==> src/rtl/align_pkg.sv <==
package align_pkg;

  typedef enum logic {
    MODE_GEN  = 1'b0,
    MODE_CONN = 1'b1
  } mode_e;

  function automatic int max_w(input int a, input int b);
    return (a > b) ? a : b;
  endfunction

endpackage

==> src/rtl/align_cfg.sv <==
module align_cfg #(
  parameter int DW      = 32,
  parameter int GEN_W   = 11,
  parameter int CON_W   = 8,
  parameter int GEN_LSB = 0,
  parameter int CON_LSB = 16,
  parameter int CON_MIN = 3,
  parameter logic [GEN_W-1:0] GEN_RST = GEN_W'(127),
  parameter logic [CON_W-1:0] CON_RST = CON_W'(255)
) (
  input  logic             clk,
  input  logic             rst,
  input  logic             cfg_wr,
  input  logic [DW-1:0]    cfg_data,
  output logic [GEN_W-1:0] sh_gen,
  output logic [CON_W-1:0] sh_con,
  output logic             cfg_err
);

  logic [GEN_W-1:0] wr_gen;
  logic [CON_W-1:0] wr_con;
  logic             wr_bad;
  logic             cfg_unused;

  assign wr_gen     = cfg_data[GEN_LSB +: GEN_W];
  assign wr_con     = cfg_data[CON_LSB +: CON_W];
  assign wr_bad     = (wr_con < CON_W'(CON_MIN));
  assign cfg_unused = ^cfg_data;

  always_ff @(posedge clk) begin
    if (rst) begin
      sh_gen  <= GEN_RST;
      sh_con  <= CON_RST;
      cfg_err <= 1'b0;
    end else begin
      cfg_err <= cfg_wr && wr_bad;
      if (cfg_wr && !wr_bad) begin
        sh_gen <= wr_gen;
        sh_con <= wr_con;
      end
    end
  end


  reject_chk: assert property (@(posedge clk) disable iff (rst)
    (cfg_wr && wr_bad) |=> (cfg_err && $stable(sh_gen) && $stable(sh_con)));


  con_floor_chk: assert property (@(posedge clk) disable iff (rst)
    sh_con >= CON_W'(CON_MIN));

endmodule

==> src/rtl/align_window.sv <==
module align_window
  import align_pkg::*;
#(
  parameter int GEN_W = 11,
  parameter int CON_W = 8,
  parameter int CNT_W = 11,
  parameter logic [GEN_W-1:0] GEN_RST = GEN_W'(127),
  parameter logic [CON_W-1:0] CON_RST = CON_W'(255)
) (
  input  logic             clk,
  input  logic             rst,
  input  logic             conn_open,
  input  logic [GEN_W-1:0] sh_gen,
  input  logic [CON_W-1:0] sh_con,
  input  logic             in_valid,
  output logic             in_ready,
  output logic             emit_align,
  output logic             emit_data
);

  localparam logic [CNT_W-1:0] ONE = CNT_W'(1);
  localparam logic [CNT_W-1:0] TWO = CNT_W'(2);

  mode_e            act_mode;
  mode_e            want_mode;
  logic [GEN_W-1:0] act_gen;
  logic [CON_W-1:0] act_con;
  logic [CNT_W-1:0] cnt;
  logic [CNT_W-1:0] rate_w;
  logic             restart;
  logic             due;
  logic             step;
  logic             wrap;

  assign want_mode = conn_open ? MODE_CONN : MODE_GEN;
  assign restart   = (want_mode != act_mode);
  assign rate_w    = (act_mode == MODE_CONN) ? CNT_W'(act_con) : CNT_W'(act_gen);

  always_comb begin
    if (act_mode == MODE_CONN) due = (cnt < TWO);
    else                       due = (act_gen != '0) && (cnt == '0);
  end

  assign emit_align = !restart && due;
  assign in_ready   = !restart && !due;
  assign emit_data  = in_ready && in_valid;
  assign step       = emit_align || emit_data;
  assign wrap       = step && (cnt == rate_w - ONE);

  always_ff @(posedge clk) begin
    if (rst) begin
      act_mode <= MODE_GEN;
      act_gen  <= GEN_RST;
      act_con  <= CON_RST;
      cnt      <= '0;
    end else if (restart) begin
      act_mode <= want_mode;
      act_gen  <= sh_gen;
      act_con  <= sh_con;
      cnt      <= '0;
    end else if (rate_w == '0) begin
      act_gen  <= sh_gen;
      act_con  <= sh_con;
      cnt      <= '0;
    end else if (wrap) begin
      act_gen  <= sh_gen;
      act_con  <= sh_con;
      cnt      <= '0;
    end else if (step) begin
      cnt      <= cnt + ONE;
    end
  end


  cnt_bound_chk: assert property (@(posedge clk) disable iff (rst)
    (rate_w != '0) |-> (cnt < rate_w));


  restart_chk: assert property (@(posedge clk) disable iff (rst)
    restart |=> (cnt == '0));


  pair_chk: assert property (@(posedge clk) disable iff (rst)
    (emit_align && act_mode == MODE_CONN && cnt == '0) |=> (emit_align || restart));

endmodule

==> src/rtl/align_mux.sv <==
module align_mux #(
  parameter int DW = 32,
  parameter logic [DW-1:0] ALIGN_WORD = 32'hBC4A_4A7B
) (
  input  logic          clk,
  input  logic          rst,
  input  logic          emit_align,
  input  logic          emit_data,
  input  logic [DW-1:0] in_data,
  output logic [DW-1:0] out_data,
  output logic          out_valid,
  output logic          out_prim
);

  always_ff @(posedge clk) begin
    if (rst) begin
      out_data  <= '0;
      out_valid <= 1'b0;
      out_prim  <= 1'b0;
    end else begin
      out_valid <= emit_align || emit_data;
      out_prim  <= emit_align;
      if (emit_align)     out_data <= ALIGN_WORD;
      else if (emit_data) out_data <= in_data;
    end
  end


  excl_chk: assert property (@(posedge clk) disable iff (rst)
    $onehot0({emit_align, emit_data}));


  pass_chk: assert property (@(posedge clk) disable iff (rst)
    emit_data |=> (out_valid && !out_prim && out_data == $past(in_data)));


  prim_word_chk: assert property (@(posedge clk) disable iff (rst)
    out_prim |-> (out_valid && out_data == ALIGN_WORD));

endmodule

==> src/rtl/align_inserter.sv <==
module align_inserter #(
  parameter int DW      = 32,
  parameter int GEN_W   = 11,
  parameter int CON_W   = 8,
  parameter int GEN_LSB = 0,
  parameter int CON_LSB = 16,
  parameter int CON_MIN = 3,
  parameter logic [GEN_W-1:0] GEN_RST = GEN_W'(127),
  parameter logic [CON_W-1:0] CON_RST = CON_W'(255),
  parameter logic [DW-1:0]    ALIGN_WORD = 32'hBC4A_4A7B
) (
  input  logic          clk,
  input  logic          rst,
  input  logic          cfg_wr,
  input  logic [DW-1:0] cfg_data,
  output logic          cfg_err,
  input  logic          conn_open,
  input  logic [DW-1:0] in_data,
  input  logic          in_valid,
  output logic          in_ready,
  output logic [DW-1:0] out_data,
  output logic          out_valid,
  output logic          out_prim
);

  localparam int CNT_W = align_pkg::max_w(GEN_W, CON_W);

  logic [GEN_W-1:0] sh_gen;
  logic [CON_W-1:0] sh_con;
  logic             emit_align;
  logic             emit_data;

  align_cfg #(
    .DW(DW), .GEN_W(GEN_W), .CON_W(CON_W), .GEN_LSB(GEN_LSB),
    .CON_LSB(CON_LSB), .CON_MIN(CON_MIN), .GEN_RST(GEN_RST), .CON_RST(CON_RST)
  ) cfg_i (
    .clk(clk), .rst(rst), .cfg_wr(cfg_wr), .cfg_data(cfg_data),
    .sh_gen(sh_gen), .sh_con(sh_con), .cfg_err(cfg_err)
  );

  align_window #(
    .GEN_W(GEN_W), .CON_W(CON_W), .CNT_W(CNT_W),
    .GEN_RST(GEN_RST), .CON_RST(CON_RST)
  ) win_i (
    .clk(clk), .rst(rst), .conn_open(conn_open), .sh_gen(sh_gen), .sh_con(sh_con),
    .in_valid(in_valid), .in_ready(in_ready),
    .emit_align(emit_align), .emit_data(emit_data)
  );

  align_mux #(
    .DW(DW), .ALIGN_WORD(ALIGN_WORD)
  ) mux_i (
    .clk(clk), .rst(rst), .emit_align(emit_align), .emit_data(emit_data),
    .in_data(in_data), .out_data(out_data), .out_valid(out_valid), .out_prim(out_prim)
  );

endmodule

==> config.mk <==
export PLATFORM = sky130hd
export DESIGN_NAME = align_inserter
export DESIGN_NICKNAME = d
export VERILOG_FILES = /design/src/rtl/align_pkg.sv /design/src/rtl/align_cfg.sv /design/src/rtl/align_window.sv /design/src/rtl/align_mux.sv /design/src/rtl/align_inserter.sv
export SDC_FILE = /design/constraint.sdc
export NUM_CORES = 1
export LEC_CHECK = 0
export BUFFER_PORTS_ARGS = -buffer_cell sky130_fd_sc_hd__buf_4
export CAP_MARGIN = 25
export CORE_MARGIN = 4
export CORE_UTILIZATION = 58
export CTS_BUF_LIST = sky130_fd_sc_hd__clkbuf_4 sky130_fd_sc_hd__clkbuf_8
export DETAILED_ROUTE_END_ITERATION = 12
export GPL_TIMING_DRIVEN = 0
export PLACE_DENSITY = 0.87
export SKIP_LAST_GASP = 1
export SYNTH_ARGS = -nofsm -noshare
export SYNTH_HDL_FRONTEND = slang
export SYNTH_SLANG_ARGS = --single-unit
==> constraint.sdc <==
create_clock -name clk -period 8.8 [get_ports clk]
set_input_delay 0.88 -clock clk [delete_from_list [all_inputs] [get_ports clk]]
set_output_delay 0.88 -clock clk [all_outputs]
set_load 0.1 [all_outputs]
After elaboration in Yosys (flattened, before gate mapping):

Cells that the tools add are included.

* bits in registers: 85
* word-level logic and storage cells: 46

* add/sub/neg operators: 2
* magnitude comparators: 2
* equal/unequal tests: 2
* multiplexer cells: 11
* reductions and logical operators: 18

Operators by type and width (count)
* 2-to-1 mux 32 bit: 2
* 2-to-1 mux 11 bit: 4
* 2-to-1 mux 8 bit: 3
* zero test 11 bit: 2
* adder 11 x 1 -> 11 bit (second input constant): 1
* equality test 11 bit: 1
* < comparator 11 x 2 -> 1 bit (second input constant): 1
* nonzero test 11 bit: 1
* subtractor 11 x 1 -> 11 bit (second input constant): 1
* < comparator 8 x 2 -> 1 bit (second input constant): 1
* logical AND 1 bit: 7
* OR reduction 4 bit: 1
* zero test 1 bit: 3
* nonzero test 3 bit: 1
* 2-to-1 mux 1 bit: 2
* nonzero test 2 bit: 1
* OR reduction 2 bit: 1
* logical OR 1 bit: 1
* inequality test 1 bit: 1

Logic depth before layout (Yosys ltp):

* depth in word-level cells: 11
* depth in mapped cells: 14
* mapped depth without buffers: 9

Hierarchy:

Synthesis repeated with hierarchy kept, for this count alone.

* cell total of the unflattened synthesis: 487
* area total of the unflattened synthesis: 4524.3 µm²

Modules (own cells, without submodules)
* align_window: times used 1, cells each 299, area an instance 2488.6 µm², seq. area each 620.6 µm²
* align_mux: times used 1, cells each 112, area an instance 1248.7 µm², seq. area each 680.7 µm²
* align_cfg: times used 1, cells each 76, area an instance 787.0 µm², seq. area each 400.4 µm²

Worst setup path after synthesis:

OpenSTA, ideal clock, no wires.

* path kind: register to output
* from: register win_i.act_mode
* to: output port in_ready
* arrival time: 2526 ps
* required time: 7920 ps
* setup slack: 5394 ps
* stages on the path, launching flop included: 8
* path buffers: 3
* cells stage by stage: dfxtp_1 -> buf_6 -> buf_2 -> buf_1 -> a211oi_1 -> nand3_1 -> nor2_1 -> nor2_1

* cells in the longest elaborated chain, start to end: 3

Ends and longest elaborated chain
* start: declaration: RTL line align_window.sv:24 `mode_e act_mode;`
* start signal: assignment: RTL line align_window.sv:57 `act_mode <= want_mode;`
* inequality test 1 bit or 2-to-1 mux 1 bit (tied branches): RTL line align_window.sv:36, align_window.sv:40
* zero test 1 bit: RTL line align_window.sv:45 `assign in_ready = !restart && !due;`
* logical AND 1 bit (*): RTL line align_window.sv:45
* end: declaration: RTL line align_inserter.sv:20 `output logic in_ready,`

Every way passes the cells marked *; elsewhere a longest branch is shown, timed or not.

Worst setup path in the final report:

* from: register win_i.act_mode
* to: register win_i.act_con[4]

* cells in the longest elaborated chain, start to end: 7

Ends and longest elaborated chain
* branches (longest 7 deep; another with subtractor 11 x 1 -> 11 bit)
* end signal: assignment: RTL line align_window.sv:59 `act_con <= sh_con;`
* end signal: assignment: RTL line align_window.sv:63 `act_con <= sh_con;`
* end signal: assignment: RTL line align_window.sv:67 `act_con <= sh_con;`
* end: declaration: RTL line align_window.sv:27 `logic [CON_W-1:0] act_con;`

Parallel ways; which one is timed is not known.
A chain may end at the register's enable or synchronous reset.

==> impl_results.md <==
- Skew final: between 0.008 and 0.009 ns
- Die footprint: around 8000 µm²
- Total Wirelength: 9.87 mm
- Crit. End Element: flip-flop
- Final worst slack: 5.10 ns
- Antenna-violating nets left: 0
- Number of global-route vias before repair: 3,522
- Avg WL per Cell: about 15 µm
- Post-synthesis net count: 539
- Worst path max stage delay: between 0.4 and 0.5 ns
- Place WS: roughly 5.2 ns
- Input/output buffers: 89
- Commonest non-fill, non-tap cell in the layout: nand2_1
- P_leak: between 0.0015 and 0.002 µW
- Area Growth Syn to Fin: 25.1%
- Final Critical Period: 3.70 ns
- RePlAce Congestion: 0.881
- Hold Buf Count CTS: 0
- Initial drt markers: a little over 300
- Max cap viols: 0
- Routed vias: between 3,000 and 4,000
- Critical path startpoint category: flip-flop
- Die Y-Extent: between 80 and 90 µm
- CTS Buf Count: 9
- RSZ-0062 raised after global routing: no
- Maximum clock insertion buffer count: 2
- Top post-synthesis cells by area: dfxtp_1, nand2_1, mux2i_1
- WP buf/inv: 5
- Worst-margin pin slew: 0.654 ns
- Max stage delay cell, worst path: buf_1
- TritonCTS Sinks: 85
- Final Cycle Share: roughly 42%
- Flops & latches, synth: between 80 and 90
- Top_reg_cell synth: dfxtp_1
- Rel. slew slack: 56.4%
- Most frequent cells in the layout: nand2_1, buf_4, dfxtp_1
- Area of the multi-input gates: ~2000 µm²
- Number of antenna violations at the first check in global routing: 0
- Post-synth top area share: around 44%
- Clk_lat worst skew: roughly 0.35 ns
- Die W: between 80 and 90 µm
- Cells after Synth: 467
- Share of post-route cells with drive strength above 1: around 20%
- Gr ovfl total: 0
- Post-synth EDFFs: 0
- Netlist cell types: 48
- Via-per-instance ratio: roughly 5.6
- Post-CTS Setup Bufs: 0
- Crit path cell chain: buf_6 -> buf_2 -> buf_1 -> mux2i_1 -> ha_1 -> o21ai_0 -> or3_1 -> a211o_1 -> a32o_1 -> o21bai_2 -> buf_6 -> buf_12 -> mux2i_1
- Avg Inst Size Synth: a little over 8 µm²
- Setup TNS: 0 ns
- Pre-antenna DRT Iters: 5
- Final Hold Viols: 0
- Status: finished, final reports clean
- Largest net degree at the start of global routing: 15
- CTS Root Cell: clkbuf_8
- Num ports: ~110
- Initial Utilization: about three fifths
- Storage element area: 1700 µm²
- Post-synthesis sequential area ratio: between 40% and 50%
- GRT Util Overall: between 20% and 30%
- Max-slew violations: 0
- # diodes: 0
- Cell row count: 29
- Tightest Hold Check Type: reg2reg
- # DRC: 0
- F_max: ~270 MHz
- Yosys Warn Count: 0
- Synth Cell Area: 3860 µm²
- Core ar.: 6420 µm²
- NumNets Final: ~640
- Filler cells: 485
- TritonCTS clock tree: yes
- Pwr per Cell Area: around 190 nW/µm²
- DP HPWL: approximately 7.4 mm
- Synth async-reset ratio: 0%
- Setup CP Type: reg2reg
- VDD IR-drop max: between 0.15 and 0.2 mV
- Resize count post-CTS: 0
- CP required: approximately 9 ns
- H-tree depth: 3
- Crit path max fanout: 10
- Clock transition at path regs: 0.09 ns
- Global-route wire length before repair: 16.1 mm
- Post-synth top area cell: dfxtp_1
- Final setup violating endpoints: 0
- WP data arrival: a little under 4 ns
- CP top delay family: buffers and inverters
state kept, by name, indices dropped and copies added (netlist names):
register	flops
cfg_i.cfg_err	1
cfg_i.sh_con	8
cfg_i.sh_gen	11
mux_i.out_data	32
mux_i.out_prim	1
mux_i.out_valid	1
win_i.act_con	8
win_i.act_gen	11
win_i.act_mode	1
win_i.cnt	11
cell type report:
type	count	share of cell area [%]
Multi-Input combinational cell	349	41.5
Sequential cell	85	35.2
Timing Repair Buffer	89	13.8
Clock buffer	11	3.00
Buffer	29	2.95
Tap cell	77	1.99
Clock inverter	5	1.22
Inverter	4	0.311
Yosys cell counts (2+ instances only):
master and instances:
dfxtp_1 85, a211oi_1 2, nor3_1 4, o21a_1 2, clkbuf_1 23, nor2b_1 3
a211o_1 2, mux2i_1 27, nand2_1 112, buf_6 2, buf_2 2, xnor2_1 13
inv_1 4, or3_1 6, o22ai_1 2, o21ai_0 4, nor4_1 4, nor3b_1 3
nand3b_1 16, and2_1 2, nand2b_1 12, a21oi_1 23, nand4_1 4, or3b_1 2
xor2_1 12, ha_1 3, nand3_1 5, a31oi_1 16, nor2_1 53
routing by layer:
metal	vias to the layer above	global-route usage, %	wire length [µm]
li1	1776	-	-
met1	1704	33.1	4200
met2	135	42.0	4800
met3	20	4.84	657
met4	0	8.12	202
met5	-	0	0
path summary, 6_finish.rpt:
kind | slack [ns] | start | cells past startpoint | endpoint
hold reg to reg | 0.46 | mux_i.out_data[25] | 2 | mux_i.out_data[25]
setup reg to reg | 5.10 | win_i.act_mode | 13 | win_i.act_con[4]
setup / recovery | 5.10 | win_i.act_mode | 13 | win_i.act_con[4]
hold / removal | 0.46 | mux_i.out_data[25] | 2 | mux_i.out_data[25]
worst register-to-register path, delay by kind of cell (launching register included):
kind,cells,cell delay (ns)
AO/OA/AOI/OAI,4,0.90
adder cells (fa/ha/maj),1,0.26
buffers and inverters,5,1.19
flip-flops,1,0.33
multiplexers,2,0.54
AND/OR/NAND/NOR,1,0.42
metrics by stage:
step | util [%] | cells | total power, µW | hold WS (ns) | instance area, µm²
global placement | 72.0 | 633 | 616 | 0.443 | 4630
finish | 75.2 | 649 | 898 | 0.461 | 4830
CTS | 75.2 | 649 | 896 | 0.463 | 4830
detailed placement | 72.0 | 633 | 621 | 0.451 | 4630
floorplan | - | 467 | 566 | 0.437 | 3860
global route | 75.2 | 649 | 928 | 0.481 | 4830
where the power goes:
group | leakage, µW | switching (µW) | internal, µW | total, µW
combinational | 0.00118 | 135 | 59.1 | 194
clock | 0.0000994 | 141 | 143 | 283
sequential | 0.000699 | 14.7 | 406 | 421
total | 0.00198 | 290 | 608 | 898
kinds of logic (layout without fill, tap and decap cells):
| logic type | after synthesis | in the layout | share of synthesized area (%) |
|---|---|---|---|
| simple gates | 232 | 232 | 27.7 |
| xor+xnor | 25 | 25 | 5.67 |
| flops | 85 | 85 | 44.1 |
| fa+ha+maj | 3 | 3 | 0.972 |
| compound gates | 62 | 62 | 10.5 |
| buf+inv | 33 | 138 | 4.08 |
| mux | 27 | 27 | 7.00 |
No activity file was read; power rests on OpenSTA's default activity.
